==> src/rtl/stack_bank_unit.sv <==
module stack_bank_unit #(
  parameter int AW = 32
) (
  input  logic          clk,
  input  logic          rst_n,
  input  logic [1:0]    sp_op,
  input  logic          sp_size,
  input  logic [AW-1:0] sp_wdata,
  input  logic          bank_wr,
  input  logic [1:0]    bank_id,
  input  logic          sr_wr,
  input  logic          sr_s,
  input  logic          sr_m,
  input  logic          priv_op,
  input  logic          exc_entry,
  input  logic          is_prog,
  input  logic          cpu_space,
  output logic [AW-1:0] sp_addr,
  output logic [2:0]    fc,
  output logic          s_flag,
  output logic          m_flag,
  output logic          priv_viol
);
  localparam int NB = 3;
  localparam logic [1:0] OP_WR = 2'b01, OP_DEC = 2'b10, OP_INC = 2'b11;

  logic s_q, m_q;
  logic [AW-1:0] ptr_q [NB];
  logic s_eff, viol_req;
  logic [1:0] act;
  logic [AW-1:0] cur, step, dec, inc;
  logic [NB-1:0] wen_op, wen_bank;

  assign s_eff    = s_q | exc_entry;
  assign act      = !s_eff ? 2'd0 : (m_q ? 2'd2 : 2'd1);
  assign cur      = ptr_q[act];
  assign step     = sp_size ? AW'(4) : AW'(2);
  assign dec      = cur - step;
  assign inc      = cur + step;
  assign sp_addr  = (sp_op == OP_DEC) ? dec : cur;
  assign viol_req = !s_q && !exc_entry && (sr_wr || priv_op || bank_wr);
  assign fc       = cpu_space ? 3'b111 : {s_eff, is_prog, !is_prog};
  assign s_flag   = s_q;
  assign m_flag   = m_q;

  for (genvar i = 0; i < NB; i++) begin : g_wen
    assign wen_op[i]   = (sp_op != 2'b00) && (act == 2'(i));
    assign wen_bank[i] = bank_wr && s_eff && (bank_id == 2'(i));
  end

  always_ff @(posedge clk or negedge rst_n) begin
    if (!rst_n) begin
      s_q       <= 1'b1;
      m_q       <= 1'b0;
      priv_viol <= 1'b0;
      for (int i = 0; i < NB; i++) ptr_q[i] <= '0;
    end else begin
      priv_viol <= viol_req;
      if (exc_entry) s_q <= 1'b1;
      else if (sr_wr && s_q) begin
        s_q <= sr_s;
        m_q <= sr_m;
      end
      for (int i = 0; i < NB; i++) begin
        if (wen_bank[i]) ptr_q[i] <= sp_wdata;
        else if (wen_op[i])
          case (sp_op)
            OP_WR:   ptr_q[i] <= sp_wdata;
            OP_DEC:  ptr_q[i] <= dec;
            OP_INC:  ptr_q[i] <= inc;
            default: ptr_q[i] <= ptr_q[i];
          endcase
      end
    end
  end

  assert_reset_state_R1: assert property (@(posedge clk) disable iff (!rst_n)
    $rose(rst_n) |-> (s_q && !m_q && !priv_viol));
  assert_fc_user_R4: assert property (@(posedge clk) disable iff (!rst_n)
    (!s_q && !exc_entry && !cpu_space) |-> (fc[2] == 1'b0));
  assert_sr_load_R5: assert property (@(posedge clk) disable iff (!rst_n)
    (sr_wr && s_q && !exc_entry) |=> (s_q == $past(sr_s) && m_q == $past(sr_m)));
  assert_viol_pulse_R6: assert property (@(posedge clk) disable iff (!rst_n)
    viol_req |=> priv_viol);
  assert_viol_hold_R6: assert property (@(posedge clk) disable iff (!rst_n)
    viol_req |=> (!s_q && m_q == $past(m_q)));
  assert_exc_super_R7: assert property (@(posedge clk) disable iff (!rst_n)
    exc_entry |=> (s_q && m_q == $past(m_q)));
  assert_bank_single_R8: assert property (@(posedge clk) disable iff (!rst_n)
    $onehot0(wen_bank));
endmodule

==> config.mk <==
export PLATFORM = sky130hd
export DESIGN_NAME = stack_bank_unit
export DESIGN_NICKNAME = d
export VERILOG_FILES = /design/src/rtl/stack_bank_unit.sv
export SDC_FILE = /design/constraint.sdc
export NUM_CORES = 1
export LEC_CHECK = 0
export ABC_AREA = 1
export BUFFER_PORTS_ARGS = -buffer_cell sky130_fd_sc_hd__buf_2
export CAP_MARGIN = 40
export CORE_UTILIZATION = 30
export CTS_CLUSTER_DIAMETER = 50
export DETAILED_ROUTE_END_ITERATION = 8
export PLACE_DENSITY = 0.45
export SLEW_MARGIN = 20
export SYNTH_ARGS = -nofsm -noshare
export SYNTH_HDL_FRONTEND = slang
export SYNTH_SLANG_ARGS = --single-unit
==> constraint.sdc <==
create_clock -name clk -period 3.45 [get_ports clk]
set_clock_uncertainty 0.1 [all_clocks]
set_input_delay 0 -clock clk [delete_from_list [all_inputs] [get_ports clk]]
set_output_delay 0 -clock clk [all_outputs]
set_load 0.03 [all_outputs]
==> flow_summary.toml, run 1 <==
[setup_path]
critPathRequiredTime_ns = 3.35
r2r_end = "ptr_q[75]"
end_kind = "primary output"
ff2ff_path_depth = 20
crit_type = "reg2out"
critPathBufInv = 5
startpoint = "s_flag"
crit_end = "sp_addr[31]"
crit_fanout = 7
cpLargestDelayFamily = "simple AND/OR/NAND/NOR gates"
worst-path-stages = 19
cp_common_cell = "nor2_4"
cp-start-kind = "flip-flop"
max_stage_delay_ns = 0.39
reg2reg_from = "s_flag"
worstPathArrival_ns = 3.44
path_cells = "nor2_4, nor2_4, nand2_2, inv_2, a221oi_4, ha_2, inv_2, fa_2, inv_2, nand4_1, nor2_4, nand2_2, buf_6, nor2_4, nand2_1, nand2_1, nand3_2, o21ai_2, buf_6"
reg2reg_slack_ns = 0.14
critPathSlowestCell = "dfstp_2"

[drt]
dr_total_vias = 9746
dr.pass1.iters = 7
drtAntennaViolNets = 0
routedWlPerCell_um = 19.55
wl_mm = 37.03
drt_iter0_markers = 803
via_per_inst = 5.146
drc = 0

[sta]
drv_slew = 0
clock.fmax_mhz = 282.5
fin_ws_ns = -0.08927
fin_crit_ns = 3.539
finalSetupViolCount = 11
finalCritPeriodShare_pct = 102.6
maxSlewHeadroom_pct = 58.67
rsz0062_at_grt = "yes"
worstMarginPinSlew_ns = 0.6200
hold_viol = 0

[power]
total_power_mw = 6.439
peakVddDrop_mv = 0.2502
power_density_nw_per_um2 = 603.3
leakage_nw = 5.461

[clock_tree]
cts_sinks = 99
clk_pin_slew_ns = 0.08
numCtsBuffers = 9
ctsRootBufferMaster = "clkbuf_16"
cts_tree = "yes"
insertion_delay_ns = 0.37
cts_buffer_depth = 2
cts.htree.levels = 3

[final_layout]
nets = 1603
layout-drive-gt1-share_pct = 19.91
fin_cells = 1894
final_common_cell = "nand2_1"
final_cell_mix = "nand2_1, inv_1, nand3_1"
syn2layout_area_growth_pct = 29.13

[logic_synthesis]
syn_nets = 1424
avgSynthCellArea_um2 = 6.041
yosysUniqueCellTypes = 34
synth-seq-cells = 99
seq_area_frac_synth_pct = 29.99
yosysWarnings = 0
synth_area_um2 = 8264
synthCells = 1368

[place]
dpl.cell_count = 1816
io_buffers = 84
gp_congestion = 0.9567
dp_hpwl_mm = 26.48

[worst_hold_path]
hold_path_class = "in2reg"
whs_path_depth = 5

[floorplanning]
die_x_um = 168.0
dieHeight_um = 168.0
fp-row-count = 60
ios = 85
initial_core_util_pct = 30.66
placeableCoreArea_um2 = 26950
fp.dieArea_um2 = 28220

[global_route]
grt_util_all_layers_pct = 26.69
grt_pass1_wl_mm = 56.37
grt_max_degree = 47
grt_pass1_vias = 9213
antenna_found_initial = 1
grt.overflow.total = 0

[outcome]
failed_checks = "setup timing"
outcome = "finished with violations"

[flow_run]
drv_cap = 0
==> stage by stage <==
stage | instance area, um2 | utilization (%) | setup TNS, ns | hold slack (ns) | worst slack, ns
final | 10670 | 39.60 | -0.3730 | 0.03940 | -0.08927
after global routing | 10670 | 39.59 | -2.946 | 0.07649 | -0.2447
after CTS | 10440 | 38.73 | -0.4194 | 0.02927 | -0.05641
after detailed placement | 9425 | 34.97 | -7.971 | -0.1517 | -0.2518
after global placement | 9398 | 34.87 | -3.801 | 0.1090 | -0.1437
after floorplan | 8264 | - | 0 | -0.3956 | 0.2476
==> Yosys cell counts, drive strengths merged <==
master    n  area share (%)
a21oi    17             1.0
a221oi    1            0.11
a31oi     1           0.076
and2      2            0.15
buf      20             1.8
clkbuf   23             1.0
clkinv    2           0.091
dfrtp    98              30
dfstp     1            0.32
fa        2            0.48
ha        7             1.1
inv     161             7.3
nand2   518              24
nand3   176              12
nand3b    2            0.18
nand4     5            0.38
nor2    166             9.0
nor3      7            0.55
o211ai    4            0.36
o21ai   106             6.4
o21bai   18             1.6
o221ai   11             1.2
o22ai    18             1.4
or2       1           0.076
xor2      1            0.11
==> report_power, final <==
group	internal [mW]	switching, mW
clock	0.527	0.556
sequential	1.50	0.204
combinational	1.21	2.44
==> final cells by class <==
cell class | instances | area (um2)
Antenna cell | 1 | 2.502
Clock buffer | 10 | 239.0
Clock inverter | 6 | 56.30
Fill cell | 2984 | 16280
Inverter | 163 | 611.8
Multi-Input combinational cell | 1063 | 5223
Sequential cell | 99 | 2479
Tap cell | 341 | 426.7
Timing Repair Buffer | 211 | 1634
==> registers in the layout, summed over array words and instances, names as in the netlist <==
| signal | flops |
|---|---|
| priv_viol | 1 |
| m_flag | 1 |
| s_flag | 1 |
| ptr_q | 96 |
==> metal layers <==
| metal | GRT usage, % | part of all wire [%] |
|---|---|---|
| met1 | 38.69 | 48 |
| met2 | 42.46 | 45 |
| met3 | 2.445 | 5.6 |
| met4 | 6.661 | 1.3 |
| met5 | 0 | 0 |
==> how the worst min path moves through the flow <==
stage | start | to | slack [ns]
2_1_floorplan | rst_n | m_flag | -0.40
3_3_place_gp | sr_wr | s_flag | 0.11
3_5_place_dp | rst_n | ptr_q[0] | -0.15
4_1_cts | bank_id[1] | ptr_q[81] | 0.03
5_1_grt | bank_id[1] | ptr_q[75] | 0.08
6_report | bank_id[1] | ptr_q[75] | 0.04
==> worst min-delay path: stages <==
cell     delay [ns]
buf_2          0.12
nor3_2         0.05
buf_4          0.16
nand2_1        0.06
nand3_1        0.07
==> what timing repair did <==
item | CTS | global route
hold buffers | 44 | 0
endpoints found under the setup margin | 58 | 69
cloned | 0 | 0
gates resized for setup | 69 | 58
pin swaps | 10 | 20
endpoints found under the hold margin | 186 | 0
setup buffers | 11 | 9
==> logic make-up (layout without fill, tap and decap cells) <==
group	Yosys count	count (layout)	share of synthesized area, %
AND/OR/NAND/NOR	877	877	46.00
buffers and inverters	206	390	10.20
flip-flops	99	99	29.99
XOR/XNOR	1	1	0.1060
adder cells (fa/ha/maj)	9	9	1.544
AO/OA/AOI/OAI	176	176	12.16
other	0	1	0
No activity file was read; power rests on OpenSTA's default activity.
==> inputs of run 2 (changes only) <==
Settings changed: ABC_AREA 1 to 0, CORE_UTILIZATION 30 to 45, PLACE_DENSITY 0.45 to 0.63.
==> run 2 against run 1 <==
Effect of this change: area after synthesis is 6.4% lower; fmax is 4.9% higher; highest routed layer unchanged; non-clock buffer count stayed put; largest power group unchanged; total power is 0.88% lower; the flow now finishes without violations; critical endpoint unchanged.
==> flow_summary.toml, run 2 <==
[sta]
drv_slew = 0
hold_slack_ns = 0.02777
maxSlewHeadroom_pct = 54.46
finalCritPeriodShare_pct = 97.81
fin_ws_ns = 0.07565
clock.fmax_mhz = 296.4
rsz0062_at_grt = "yes"
worstMarginPinSlew_ns = 0.6831
setup_tns_ns = 0
hold_viol = 0
finalSetupViolCount = 0
fin_crit_ns = 3.374

[floorplanning]
ios = 85
die_x_um = 133.1
initial_core_util_pct = 46.31
fp.dieArea_um2 = 17720
placeableCoreArea_um2 = 16700
dieHeight_um = 133.1
fp-row-count = 47

[setup_path]
max_stage_delay_ns = 0.43
reg2reg_from = "m_flag"
end_kind = "primary output"
cpLargestDelayFamily = "simple AND/OR/NAND/NOR gates"
worstPathArrival_ns = 3.27
crit_type = "reg2out"
critPathBufInv = 2
critPathSlowestCell = "dfrtp_2"
startpoint = "m_flag"
path_cells = "mux2i_1, nor2_1, a21oi_2, ha_1, inv_1, fa_2, or2b_4, nor2_4, nand2_2, nor4_4, and3_4, xnor2_2, buf_6"
crit_fanout = 5
cp-start-kind = "flip-flop"
critPathRequiredTime_ns = 3.35

[logic_synthesis]
syn_nets = 974
seq_area_frac_synth_pct = 32.04
yosys-top-cells-area = "dfrtp_1, o21ai_0, xnor2_1, nand2_1, mux2i_1"
yosys.area.top_type = "dfrtp_1"
synthCells = 918
synthTopCellsByCount = "nand2_1, dfrtp_1, o21ai_0"
synth_ff_type = "dfrtp_1"
synth-edff-count = 0
synth-seq-cells = 99
synth_top_area_share_pct = 31.70
synthArstFlopShare_pct = 100.0
yosysWarnings = 0
synth_area_um2 = 7735
yosysUniqueCellTypes = 78
avgSynthCellArea_um2 = 8.426
synthMostInstantiatedCell = "nand2_1"

[final_layout]
fin_area_um2 = 9752
final_common_cell = "nand2_1"
final_cell_mix = "nand2_1, dfrtp_1, buf_4"
largest_reg_flops = 96
seq_area_um2 = 2480
nets = 1131
n_antenna_cell = 0
layout-drive-gt1-share_pct = 25.74
fill_cells = 1578
multi_input_area_um2 = 5110
syn2layout_area_growth_pct = 26.08
regMostFlops = "ptr_q"

[clock_tree]
clk_pin_slew_ns = 0.07
cts_buffer_depth = 2
numCtsBuffers = 9
cts_tree = "yes"
cts_sinks = 99
ctsRootBufferMaster = "clkbuf_16"
insertion_delay_ns = 0.36
cts.htree.levels = 3

[place]
io_buffers = 84
gp_congestion = 0.9593
place_ws_ns = -0.002603
placed_cell_area_um2 = 8760
dp_hpwl_mm = 18.95

[global_route]
grt_pass1_vias = 7503
grt_pass1_wl_mm = 42.29
grt_max_degree = 48
grt.overflow.total = 0
antenna_found_initial = 0
grt_util_all_layers_pct = 30.81

[flow_run]
drv_cap = 0

[power]
clock_power_share_pct = 16.3
power.switching_mw = 2.828
swShare_pct = 44.31
power_density_nw_per_um2 = 654.5
combPwrFrac_pct = 56.8
total_power_mw = 6.382
p_int_mw = 3.554
leakage_nw = 4.096
peakVddDrop_mv = 0.4386
p_seq_share_pct = 26.8

[drt]
via_per_inst = 6.062
drc = 0
routedWlPerCell_um = 20.60
wl_mm = 26.78
dr.pass1.iters = 5
drt_iter0_markers = 530
dr_total_vias = 7881
drtAntennaViolNets = 0

[worst_hold_path]
min_from = "bank_id[1]"
hold_path_class = "in2reg"

[outcome]
outcome = "completed"
run 2: cell types whose count changed in the layout (fill, tap and decap cells not counted), sizes merged, moves of 45 or more:
| cell | delta |
|---|---|
| a22oi | +45 |
| inv | -154 |
| mux2i | +47 |
| nand2 | -416 |
| nand3 | -150 |
| nor2 | -104 |
| xnor2 | +49 |
run 2: area by class of cell:
cell class	instances	area share, %
inverters	10	0.3849
well taps	220	2.823
clock inverters	4	0.5260
multi-input cells	744	52.40
flip-flops and latches	99	25.43
clock buffers	12	2.528
repair buffers	211	15.91
run 2: through the flow:
stage | utilization [%] | std cells
6_report | 58.39 | 1300
5_1_grt | 58.39 | 1300
4_1_cts | 57.26 | 1292
3_5_place_dp | 52.45 | 1231
3_3_place_gp | 52.29 | 1230
2_1_floorplan | - | 918
run 2: worst register-to-register path, cell delays in order (launching register included):
cell and delay (ns):
dfrtp_2 0.45, buf_4 0.16, mux2i_1 0.13, o21ai_2 0.31, ha_1 0.33, nor2b_1 0.16, o221ai_1 0.22, nor2_1 0.15
nand4_1 0.28, o311ai_2 0.35, o41ai_1 0.16, a2111oi_0 0.31, o21ai_1 0.12
run 2: timing repair:
| item | 4_1_cts | 5_1_grt |
|---|---|---|
| pin swaps | 1 | 6 |
| gates resized for setup | 10 | 33 |
| setup endpoints to repair | 18 | 28 |
| cloned | 0 | 0 |
| hold endpoints to repair | 144 | 0 |
| setup buffers | 6 | 8 |
| hold buffers | 39 | 0 |
run 2: kinds of logic after synthesis:
| kind of cell | synth area share [%] |
|---|---|
| XOR/XNOR | 7.473 |
| AND/OR/NAND/NOR | 21.27 |
| adder cells (fa/ha/maj) | 1.650 |
| flip-flops | 32.04 |
| multiplexers | 9.867 |
| buffers and inverters | 4.432 |
| AO/OA/AOI/OAI | 23.26 |
run 2: power groups by stage:
stage | clock, mW | combinational, mW | sequential, mW
after global placement | 0 | 3.32 | 1.72
after CTS | 1.06 | 3.44 | 1.70
after detailed placement | 0 | 3.35 | 1.72
after global routing | 1.10 | 3.90 | 1.75
final | 1.04 | 3.63 | 1.71
after floorplan | 0 | 2.33 | 1.67
run 2: path summary, 6_finish.rpt:
kind	slack (ns)	cells past startpoint	endpoint
max in group asynchronous	2.18	3	ptr_q[28]
worst max register to register	0.10	12	ptr_q[60]
worst min-delay path	0.03	4	ptr_q[1]
min in group asynchronous	0.10	2	ptr_q[14]
worst min register to register	0.40	2	ptr_q[71]
worst max-delay path	0.08	13	sp_addr[31]
run 2: metal layers:
layer / up-vias / wire length, um / GRT usage (%)
met4: 0 / 970 / 13.19
li1: 3704 / - / -
met2: 320 / 12130 / 48.34
met1: 3800 / 11960 / 42.27
met5: - / 0 / 0
met3: 57 / 1719 / 4.756
